`config.mk`:
```
export PLATFORM = sky130hd
export DESIGN_NAME = rfx_exec_top
export DESIGN_NICKNAME = d
export VERILOG_FILES = /design/src/rtl/rfx_pkg.sv /design/src/rtl/rfx_decode.sv /design/src/rtl/rfx_alu.sv /design/src/rtl/rfx_regfile.sv /design/src/rtl/rfx_exec_top.sv
export SDC_FILE = /design/constraint.sdc
export NUM_CORES = 2
export LEC_CHECK = 0
export CORE_ASPECT_RATIO = 0.7
export CORE_UTILIZATION = 67
export DETAILED_ROUTE_END_ITERATION = 16
export DONT_BUFFER_PORTS = 1
export PLACE_DENSITY = 0.89
export SYNTH_ARGS = -nofsm -noshare
export SYNTH_HDL_FRONTEND = slang
export SYNTH_HIERARCHICAL = 1
export SYNTH_SLANG_ARGS = --single-unit
```
`constraint.sdc`:
```
create_clock -name clk -period 20.7 [get_ports clk]
set_clock_uncertainty 0.15 [all_clocks]
set_input_delay 5.175 -clock clk [delete_from_list [all_inputs] [get_ports clk]]
set_output_delay 5.175 -clock clk [all_outputs]
set_load 0.01 [all_outputs]
```
`src/rtl/rfx_pkg.sv`:
```
package rfx_pkg;

  localparam int unsigned OPW   = 6;
  localparam int unsigned FNW   = 6;
  localparam int unsigned RIDW  = 5;
  localparam int unsigned IMMW  = 16;

  localparam logic [OPW-1:0] OP_REGREG = 6'h00;
  localparam logic [OPW-1:0] OP_ADDIMM = 6'h08;
  localparam logic [FNW-1:0] FN_ADD    = 6'h20;
  localparam logic [FNW-1:0] FN_SHL    = 6'h00;

  typedef enum logic [0:0] {
    ALU_SUM = 1'b0,
    ALU_SHL = 1'b1
  } alu_sel_e;

  typedef struct packed {
    logic            legal;
    alu_sel_e        sel;
    logic            use_imm;
    logic [RIDW-1:0] src_a;
    logic [RIDW-1:0] src_b;
    logic [RIDW-1:0] dest;
    logic [RIDW-1:0] shamt;
    logic [IMMW-1:0] imm;
  } dec_t;

endpackage

```
`src/rtl/rfx_decode.sv`:
```
module rfx_decode
  import rfx_pkg::*;
(
  input  logic [31:0] instr,
  output dec_t        dec
);

  logic [OPW-1:0] op;
  logic [FNW-1:0] fn;

  assign op = instr[31:26];
  assign fn = instr[5:0];

  always_comb begin
    dec         = '0;
    dec.src_a   = instr[25:21];
    dec.src_b   = instr[20:16];
    dec.shamt   = instr[10:6];
    dec.imm     = instr[15:0];
    dec.sel     = ALU_SUM;
    dec.use_imm = 1'b0;
    dec.dest    = instr[15:11];
    dec.legal   = 1'b0;
    unique case (op)
      OP_REGREG: begin
        unique case (fn)
          FN_ADD: begin
            dec.legal = 1'b1;
            dec.sel   = ALU_SUM;
          end
          FN_SHL: begin
            dec.legal = 1'b1;
            dec.sel   = ALU_SHL;
          end
          default: dec.legal = 1'b0;
        endcase
      end
      OP_ADDIMM: begin
        dec.legal   = 1'b1;
        dec.sel     = ALU_SUM;
        dec.use_imm = 1'b1;
        dec.dest    = instr[20:16];
      end
      default: dec.legal = 1'b0;
    endcase
  end

endmodule

```
`src/rtl/rfx_alu.sv`:
```
module rfx_alu
  import rfx_pkg::*;
#(
  parameter int unsigned XLEN = 32
) (
  input  alu_sel_e        sel,
  input  logic            use_imm,
  input  logic [XLEN-1:0] opa,
  input  logic [XLEN-1:0] opb,
  input  logic [IMMW-1:0] imm,
  input  logic [RIDW-1:0] shamt,
  output logic [XLEN-1:0] result
);

  localparam int unsigned EXTW = XLEN - IMMW;

  logic [XLEN-1:0] imm_ext;
  logic [XLEN-1:0] addend;

  assign imm_ext = {{EXTW{imm[IMMW-1]}}, imm};
  assign addend  = use_imm ? imm_ext : opb;

  always_comb begin
    unique case (sel)
      ALU_SHL: result = opb << shamt;
      default: result = opa + addend;
    endcase
  end

endmodule

```
`src/rtl/rfx_regfile.sv`:
```
module rfx_regfile #(
  parameter int unsigned XLEN = 32,
  parameter int unsigned NREG = 32,
  localparam int unsigned AW  = $clog2(NREG)
) (
  input  logic            clk,
  input  logic            rst_n,
  input  logic [AW-1:0]   ra_addr,
  input  logic [AW-1:0]   rb_addr,
  input  logic [AW-1:0]   dbg_addr,
  input  logic            we,
  input  logic [AW-1:0]   waddr,
  input  logic [XLEN-1:0] wdata,
  output logic [XLEN-1:0] ra_data,
  output logic [XLEN-1:0] rb_data,
  output logic [XLEN-1:0] dbg_data
);

  logic [XLEN-1:0] bank [NREG];

  for (genvar g = 0; g < NREG; g++) begin : g_reg
    if (g == 0) begin : g_zero
      assign bank[g] = '0;
    end else begin : g_store
      logic            en;
      logic [XLEN-1:0] q_r;
      logic [XLEN-1:0] q_d;

      assign en = we && (waddr == AW'(g));

      always_comb begin
        q_d = q_r;
        if (en) q_d = wdata;
      end

      always_ff @(posedge clk or negedge rst_n) begin
        if (!rst_n) q_r <= '0;
        else        q_r <= q_d;
      end

      assign bank[g] = q_r;
    end
  end

  assign ra_data  = bank[ra_addr];
  assign rb_data  = bank[rb_addr];
  assign dbg_data = bank[dbg_addr];

endmodule

```
`src/rtl/rfx_exec_top.sv`:
```
module rfx_exec_top
  import rfx_pkg::*;
#(
  parameter int unsigned XLEN = 32,
  parameter int unsigned NREG = 32,
  localparam int unsigned AW  = $clog2(NREG)
) (
  input  logic            clk,
  input  logic            rst_n,
  input  logic            instr_valid,
  input  logic [31:0]     instr,
  input  logic [AW-1:0]   dbg_addr,
  output logic            wb_en,
  output logic [AW-1:0]   wb_addr,
  output logic [XLEN-1:0] wb_data,
  output logic            illegal,
  output logic [XLEN-1:0] dbg_data
);

  dec_t            dec;
  logic [XLEN-1:0] opa;
  logic [XLEN-1:0] opb;
  logic [XLEN-1:0] result;

  rfx_decode u_dec (
    .instr (instr),
    .dec   (dec)
  );

  rfx_regfile #(.XLEN(XLEN), .NREG(NREG)) u_rf (
    .clk      (clk),
    .rst_n    (rst_n),
    .ra_addr  (dec.src_a[AW-1:0]),
    .rb_addr  (dec.src_b[AW-1:0]),
    .dbg_addr (dbg_addr),
    .we       (wb_en),
    .waddr    (wb_addr),
    .wdata    (wb_data),
    .ra_data  (opa),
    .rb_data  (opb),
    .dbg_data (dbg_data)
  );

  rfx_alu #(.XLEN(XLEN)) u_alu (
    .sel     (dec.sel),
    .use_imm (dec.use_imm),
    .opa     (opa),
    .opb     (opb),
    .imm     (dec.imm),
    .shamt   (dec.shamt),
    .result  (result)
  );

  assign wb_addr = dec.dest[AW-1:0];
  assign wb_data = result;
  assign wb_en   = instr_valid && dec.legal && (wb_addr != '0);
  assign illegal = instr_valid && !dec.legal;

endmodule

```
== Yosys cells after proc, flatten, opt, wreduce, memory -nomap -nowiden ==
Cells that the tools add are included.

* Bits in registers: 992
* Output and inout bits: 71
* Word-level logic and storage cells: 128

* $add $sub $neg: 1
* Order comparisons: 3
* Equal/unequal tests: 33
* Shift operators: 1
* Mux-type cells: 17
* Bitwise gates (word level): 3
* Reductions and logical operators: 39

{| class="wikitable"
|+ Operators with widths
! cell !! count
|-
| $bmux W32 S5 || 3
|-
| $mux W32 || 8
|-
| $eq A5 B5 Y1 const B || 16
|-
| $eq A5 B4 Y1 const B || 8
|-
| $logic_and A1 B1 Y1 || 34
|-
| $add A32 B32 Y32 || 1
|-
| $shl A32 B5 Y32 || 1
|-
| $eq A5 B3 Y1 const B || 4
|-
| $ge A6 B6 Y1 const B || 3
|-
| $not A5 Y6 || 3
|-
| $logic_not A6 Y1 || 2
|-
| $eq A5 B2 Y1 const B || 2
|-
| $eq A6 B4 Y1 const B || 1
|-
| $eq A6 B6 Y1 const B || 1
|-
| $eq A5 B1 Y1 const B || 1
|-
| $mux W5 || 1
|-
| $reduce_bool A5 Y1 || 1
|-
| $mux W1 || 4
|-
| $pmux W1 S2 || 1
|-
| $reduce_or A2 Y1 || 1
|-
| $logic_not A1 Y1 || 1
|}

== Depth between registers and ports, before layout ==
* Word-level depth: 7
* Gate-level depth with buffers: 23

== Hierarchy ==
Netlist, hierarchy kept.

{| class="wikitable"
|+ Modules (own cells, without submodules)
! module !! instances !! cells each !! area each (um^2) !! sequential area each (um^2)
|-
| rfx_regfile || 1 || 4293 || 61340.1 || 24823.8
|-
| rfx_alu || 1 || 583 || 4156.5 || 0.0
|-
| rfx_decode || 1 || 45 || 359.1 || 0.0
|-
| rfx_exec_top || 1 || 3 || 22.5 || 0.0
|}

== Least setup slack after synthesis ==
OpenSTA, ideal clock, no wires.

* Path kind: input to output
* Start: input instr[16]
* End: output wb_data[26]
* Data arrival time: 9261 ps
* Required time: 15375 ps
* Slack: 6114 ps
* Stages: 18
* Buffers on the path: 4
* Path through: buf_4 buf_2 buf_6 buf_2 mux4_2 a22o_1 o21ai_1 o31ai_1 mux2_2 ha_1 fa_1 a211oi_1 nor2_1 a211oi_2 o31ai_2 a21oi_2 nor3_1 nor3_1

* Word-level cells in the longest chain between the ends: 7
* Elaborated cells between the ends (all ways): 8
* Those cells by class: add/sub: 1; shift: 1; mux: 5; bitwise: 1

{| class="wikitable"
|+ RTL lines
! item !! RTL line !! text
|-
| from (decl) || rfx_exec_top.sv:11 || <nowiki>input logic [31:0] instr,</nowiki>
|-
| $not A5 Y6 (not written as such) * || rfx_regfile.sv:46 || <nowiki>assign rb_data = bank[rb_addr];</nowiki>
|-
| $bmux W32 S5 * || rfx_regfile.sv:46 ||
|-
| $mux W32 (not written as such) * (2 in series) || rfx_regfile.sv:46 ||
|-
| net opb[0] || rfx_exec_top.sv:22 || <nowiki>logic [XLEN-1:0] opb;</nowiki>
|-
| $mux W32 || rfx_alu.sv:21 || <nowiki>assign addend = use_imm ? imm_ext : opb;</nowiki>
|-
| $add A32 B32 Y32 || rfx_alu.sv:26 || <nowiki>default: result = opa + addend;</nowiki>
|-
| $mux W32 * || rfx_alu.sv:24 || <nowiki>unique case (sel)</nowiki>
|-
| to (decl) || rfx_exec_top.sv:15 || <nowiki>output logic [XLEN-1:0] wb_data,</nowiki>
|}

Mark *: on every way through the listed nets, which the timed path passes. The rest lies on a longest branch. The select of a mux whose other input is x is not followed.

== Worst setup path in the final report ==
* Start: input instr[16]
* End: output wb_data[14]

Same word-level chain as after synthesis.

==> out/results.env <==
SETUP.WORST_PATH.START='instr[16]'
YS.FLOP_TYPE='sky130_fd_sc_hd__dfrtp_1'
CRIT_PATH_CELL_TRACE='mux4_2 -> a22o_1 -> o21ai_1 -> o31ai_1 -> mux2_2 -> fa_1 -> a211oi_1 -> nor2_1 -> a211oi_2 -> nor2_1 -> nor2_1 -> xor2_1 -> o22ai_2 -> buf_4'
WORST_SETUP_HOLD_PATH_CLK_SLEW_PS=60
COREAREA_UM2=96600
FIRST_GLOBAL_VIAS=48916
H-TREE-DEPTH=3
LAYOUT.CELLS.MOST_COMMON_LIST='1063 x sky130_fd_sc_hd__mux2_2, 992 x sky130_fd_sc_hd__dfrtp_1, 600 x sky130_fd_sc_hd__mux4_2, 317 x sky130_fd_sc_hd__mux2i_1, 288 x sky130_fd_sc_hd__a22o_1'
CTS_BUFFER_DEPTH=3
DESIGN.DIE.AREA_UM2=99600
CTS_SINKS=992
VDD_IR_DROP_MAX_uV=64.5
MAX-SLEW-MARGIN-REL=-0.108
MULTI_INPUT_AREA_UM2=38500
PLACE_WS_PS=5550
ENDPOINT_KIND='output pin'
CRITICAL-PATH-TOP-DELAY-FAMILY='compound AO/OA/AOI/OAI gates'
SWITCHING_POWER_W=0.00107
CRIT-REG2REG-CAPTURE='u_rf/g_reg[23].g_store.q_r[17]'
SETUP_VIOL=0
YS_ASYNC_SR_FRACTION=1.00
POSTSYNTHAREAPERCELL_UM2=13.4
BUFFER_PORTS.INSERTED=0
FF_LATCH_AREA_UM2=24800
MAX_CAP_VIOLATIONS=0
POST_DRT_WL_PER_CELL_UM=36.3
DESIGN.FINAL.NETS=4609
SYNTH_CELL_TYPES=70
INITIAL_CORE_UTIL=0.682
TIGHTEST_SLEW_PS=1660
POWER.SHARE.COMBINATIONAL=0.087
DRIVE_GT1_FRAC=0.439
CTS_TREE='yes'
CLOCK.FMAX_GHz=0.0636
FIN_SETUP_TNS_PS=0
POSTCTSRESIZEDCELLS=0
DR.FIRST_ITER.DRC_COUNT=7712
DRT-PASS1-ITER-COUNT=7
STATUS='finished, violations left'
CLK-INSERTION-DELAY-LATE_PS=760
POST_CTS_BUFFERS=0
HOLD_VIOL_FINAL=0
LARGEST_REGISTER='u_rf/g.g_store.q_r'
REPORT.FINAL.SLEW_VIOL_COUNT=182
R2R.WORST_PATH.CELLS=14
GRT_MAX_DEGREE=993
LARGEST_REG_FLOPS=992
SYNTH_CELLS=4924
REMAINING_NUMBER_OF_NETS_FLAGGED_BY_THE_ANTENNA_CHECK_AFTER_ROUTING=0
PATH_COMMON_CELL='sky130_fd_sc_hd__nor2_1'
GRT_PASS1_WL_MM=319
DIE_H_UM=264
LAYOUT_TOP_REGISTERS='u_rf/g.g_store.q_r: 992 flops'
TIMING.CRITICAL_PATH.TO='wb_data[14]'
SYNTH.NET_COUNT=4996
WORST-ENDPOINT-REQUIRED_PS=15380
VIAS_PER_INST=8.21
LAYOUT_SETUP_WS_PS=4970
SYNTHTOLAYOUTAREAGROWTH_PCT=5.28
POST_CTS_HOLD_BUFFER_COUNT=0
POST-ROUTE-PERIOD-UTIL=0.760
REG2REG_SETUP_SLACK_PS=15070
ROUTE.FINAL.WIRE_LENGTH_MM=215
FINAL.MIN_CLOCK_PERIOD_PS=15730
POSTLAYOUTCOREUTIL=0.718
SYNTH_ENABLE_FLOP_CELLS=0
PLACE.GP.CONGESTION=1.03
N_FILL_CELL=5897
WORST-SETUP-PATH-TYPE='input port to output pin'
CP_NUM_BUF_INV=1
MOST_COMMON_CELL_AFTER_LAYOUT_FILL_AND_TAPS_ASIDE='sky130_fd_sc_hd__mux2_2'
P_SW_FRAC=0.254
GRT_OVERFLOW=0
CRIT_PATH_MAX_INCR_DELAY_PS=660
RSZ0062_AT_GRT='no'
SYNTHESIS.AREA_UM2=65900
DETAILED_PLACE_HPWL_MM=122
ARRIVAL_PS=10410
P_CLK_FRAC=0.450
CTS_BUFFERS=98
SYNTH-WARNING-COUNT=6
VIOLATIONS_IN_THE_FINAL_REPORTS='max-slew violations'
POWER.DENSITY_nW_PER_UM2=61.0
P_TOTAL_W=0.00423
WORSTHOLDPATHTYPE='flip-flop to flip-flop'
STARTPOINT_TYPE='input port'
STATIC-LEAKAGE-POWER_nW=30.8
HOLD_WS_PS=388
NUM_VIAS=48693
DIE_W_UM=377
SYNTH.FF_LATCH_COUNT=992
POST_SYNTHESIS_SEQUENTIAL_AREA_RATIO=0.377
P_INT_W=0.00316
CRITICAL_PATH_DEPTH=14
WORST-PATH-MAX-FANOUT=290
FLOORPLAN.ROWS=95
WORSTREG2REGSTART='u_rf/g_reg[25].g_store.q_r[4]'
GRT_USE_TOTAL=0.433
GRT_ANTENNA_BEFORE_REPAIR=22
PIN_COUNT=111
CTSROOTBUFFERMASTER='sky130_fd_sc_hd__clkbuf_16'
POST-ROUTE-DRC-COUNT=0
WORST_PATH_MAX_DELAY_CELL='sky130_fd_sc_hd__mux4_2'
POWER_FRAC_SEQ=0.463
==> worst reg2reg max path, delay by kind of cell, from the launching register on <==
family	cells	cell delay, ps
multiplexers	3	1080
adder cells (fa/ha/maj)	1	340
flip-flops	1	430
AND/OR/NAND/NOR	2	300
buffers and inverters	1	420
AO/OA/AOI/OAI	7	2850
==> through the flow <==
| stage | std cells | area (um2) |
|---|---|---|
| finish | 5929 | 69400 |
| global route | 5920 | 69300 |
| CTS | 5912 | 69200 |
| detailed placement | 5742 | 65800 |
| global placement | 5742 | 65800 |
| floorplan | 4924 | 65900 |
==> how the worst min path moves through the flow <==
stage	start	to	slack [ps]	cells after the start
2_1_floorplan	u_rf/g_reg[11].g_store.q_r[10]	u_rf/g_reg[11].g_store.q_r[10]	340	1
3_3_place_gp	u_rf/g_reg[20].g_store.q_r[7]	u_rf/g_reg[20].g_store.q_r[7]	350	1
3_5_place_dp	u_rf/g_reg[11].g_store.q_r[7]	u_rf/g_reg[11].g_store.q_r[7]	370	1
4_1_cts	u_rf/g_reg[20].g_store.q_r[24]	u_rf/g_reg[20].g_store.q_r[24]	390	1
5_1_grt	u_rf/g_reg[20].g_store.q_r[30]	u_rf/g_reg[20].g_store.q_r[30]	410	1
6_report	u_rf/g_reg[20].g_store.q_r[26]	u_rf/g_reg[20].g_store.q_r[26]	390	1
==> metal layers <==
layer,vias up,track usage,routed length (um)
li1,18630,-,-
met1,24991,0.579,75900
met2,4056,0.586,89300
met3,990,0.216,37800
met4,26,0.212,12100
met5,-,0,154
==> cell families after synthesis <==
group	synth area share
fa+ha+maj	0.00619
compound gates	0.0970
mux	0.444
simple gates	0.0276
flops	0.377
xor+xnor	0.00253
buf+inv	0.0455
==> layout make-up <==
class / instances / share of cell area
multi-input cells: 3312 / 0.556
flip-flops and latches: 992 / 0.358
clock buffers: 123 / 0.0392
inverters: 36 / 0.00195
clock inverters: 47 / 0.00947
repair buffers: 97 / 0.0117
diodes: 13 / 0.000469
well taps: 1309 / 0.0236
==> Yosys cell counts, drive strengths merged, types with 3 or more instances <==
| library cell | count | area [um2] |
|---|---|---|
| a2111oi | 3 | 26.3 |
| a211oi | 104 | 791 |
| a21o | 16 | 120 |
| a21oi | 53 | 273 |
| a221oi | 4 | 41.3 |
| a22o | 288 | 2520 |
| a31oi | 5 | 31.3 |
| and2 | 103 | 644 |
| and3 | 7 | 48.8 |
| buf | 286 | 1740 |
| clkbuf | 298 | 1120 |
| dfrtp | 992 | 24800 |
| ha | 31 | 388 |
| inv | 36 | 135 |
| mux2 | 1117 | 12600 |
| mux2i | 317 | 3170 |
| mux4 | 600 | 13500 |
| nand2 | 86 | 323 |
| nand2b | 8 | 50.1 |
| nand3 | 15 | 75.1 |
| nand4 | 10 | 62.6 |
| nand4b | 4 | 35.0 |
| nor2 | 57 | 216 |
| nor2b | 21 | 131 |
| nor3 | 13 | 65.1 |
| nor3b | 7 | 78.8 |
| nor4 | 4 | 37.5 |
| o211a | 4 | 40.0 |
| o211ai | 8 | 60.1 |
| o21a | 3 | 23.8 |
| o21ai | 162 | 811 |
| o21bai | 7 | 52.6 |
| o22ai | 106 | 663 |
| o31ai | 103 | 778 |
| o32ai | 3 | 26.3 |
| or3 | 6 | 37.5 |
| xnor2 | 13 | 114 |
| xor2 | 6 | 52.6 |
==> power by group through the flow <==
stage / Sequential, W / Clock, W / Combinational (W)
detailed placement: 0.00199 / 0 / 0.000308
CTS: 0.00196 / 0.00190 / 0.000311
global placement: 0.00199 / 0 / 0.000304
global route: 0.00196 / 0.00198 / 0.000374
finish: 0.00196 / 0.00190 / 0.000367
floorplan: 0.00199 / 0 / 0.000305
(Power assumes the default switching activity.)
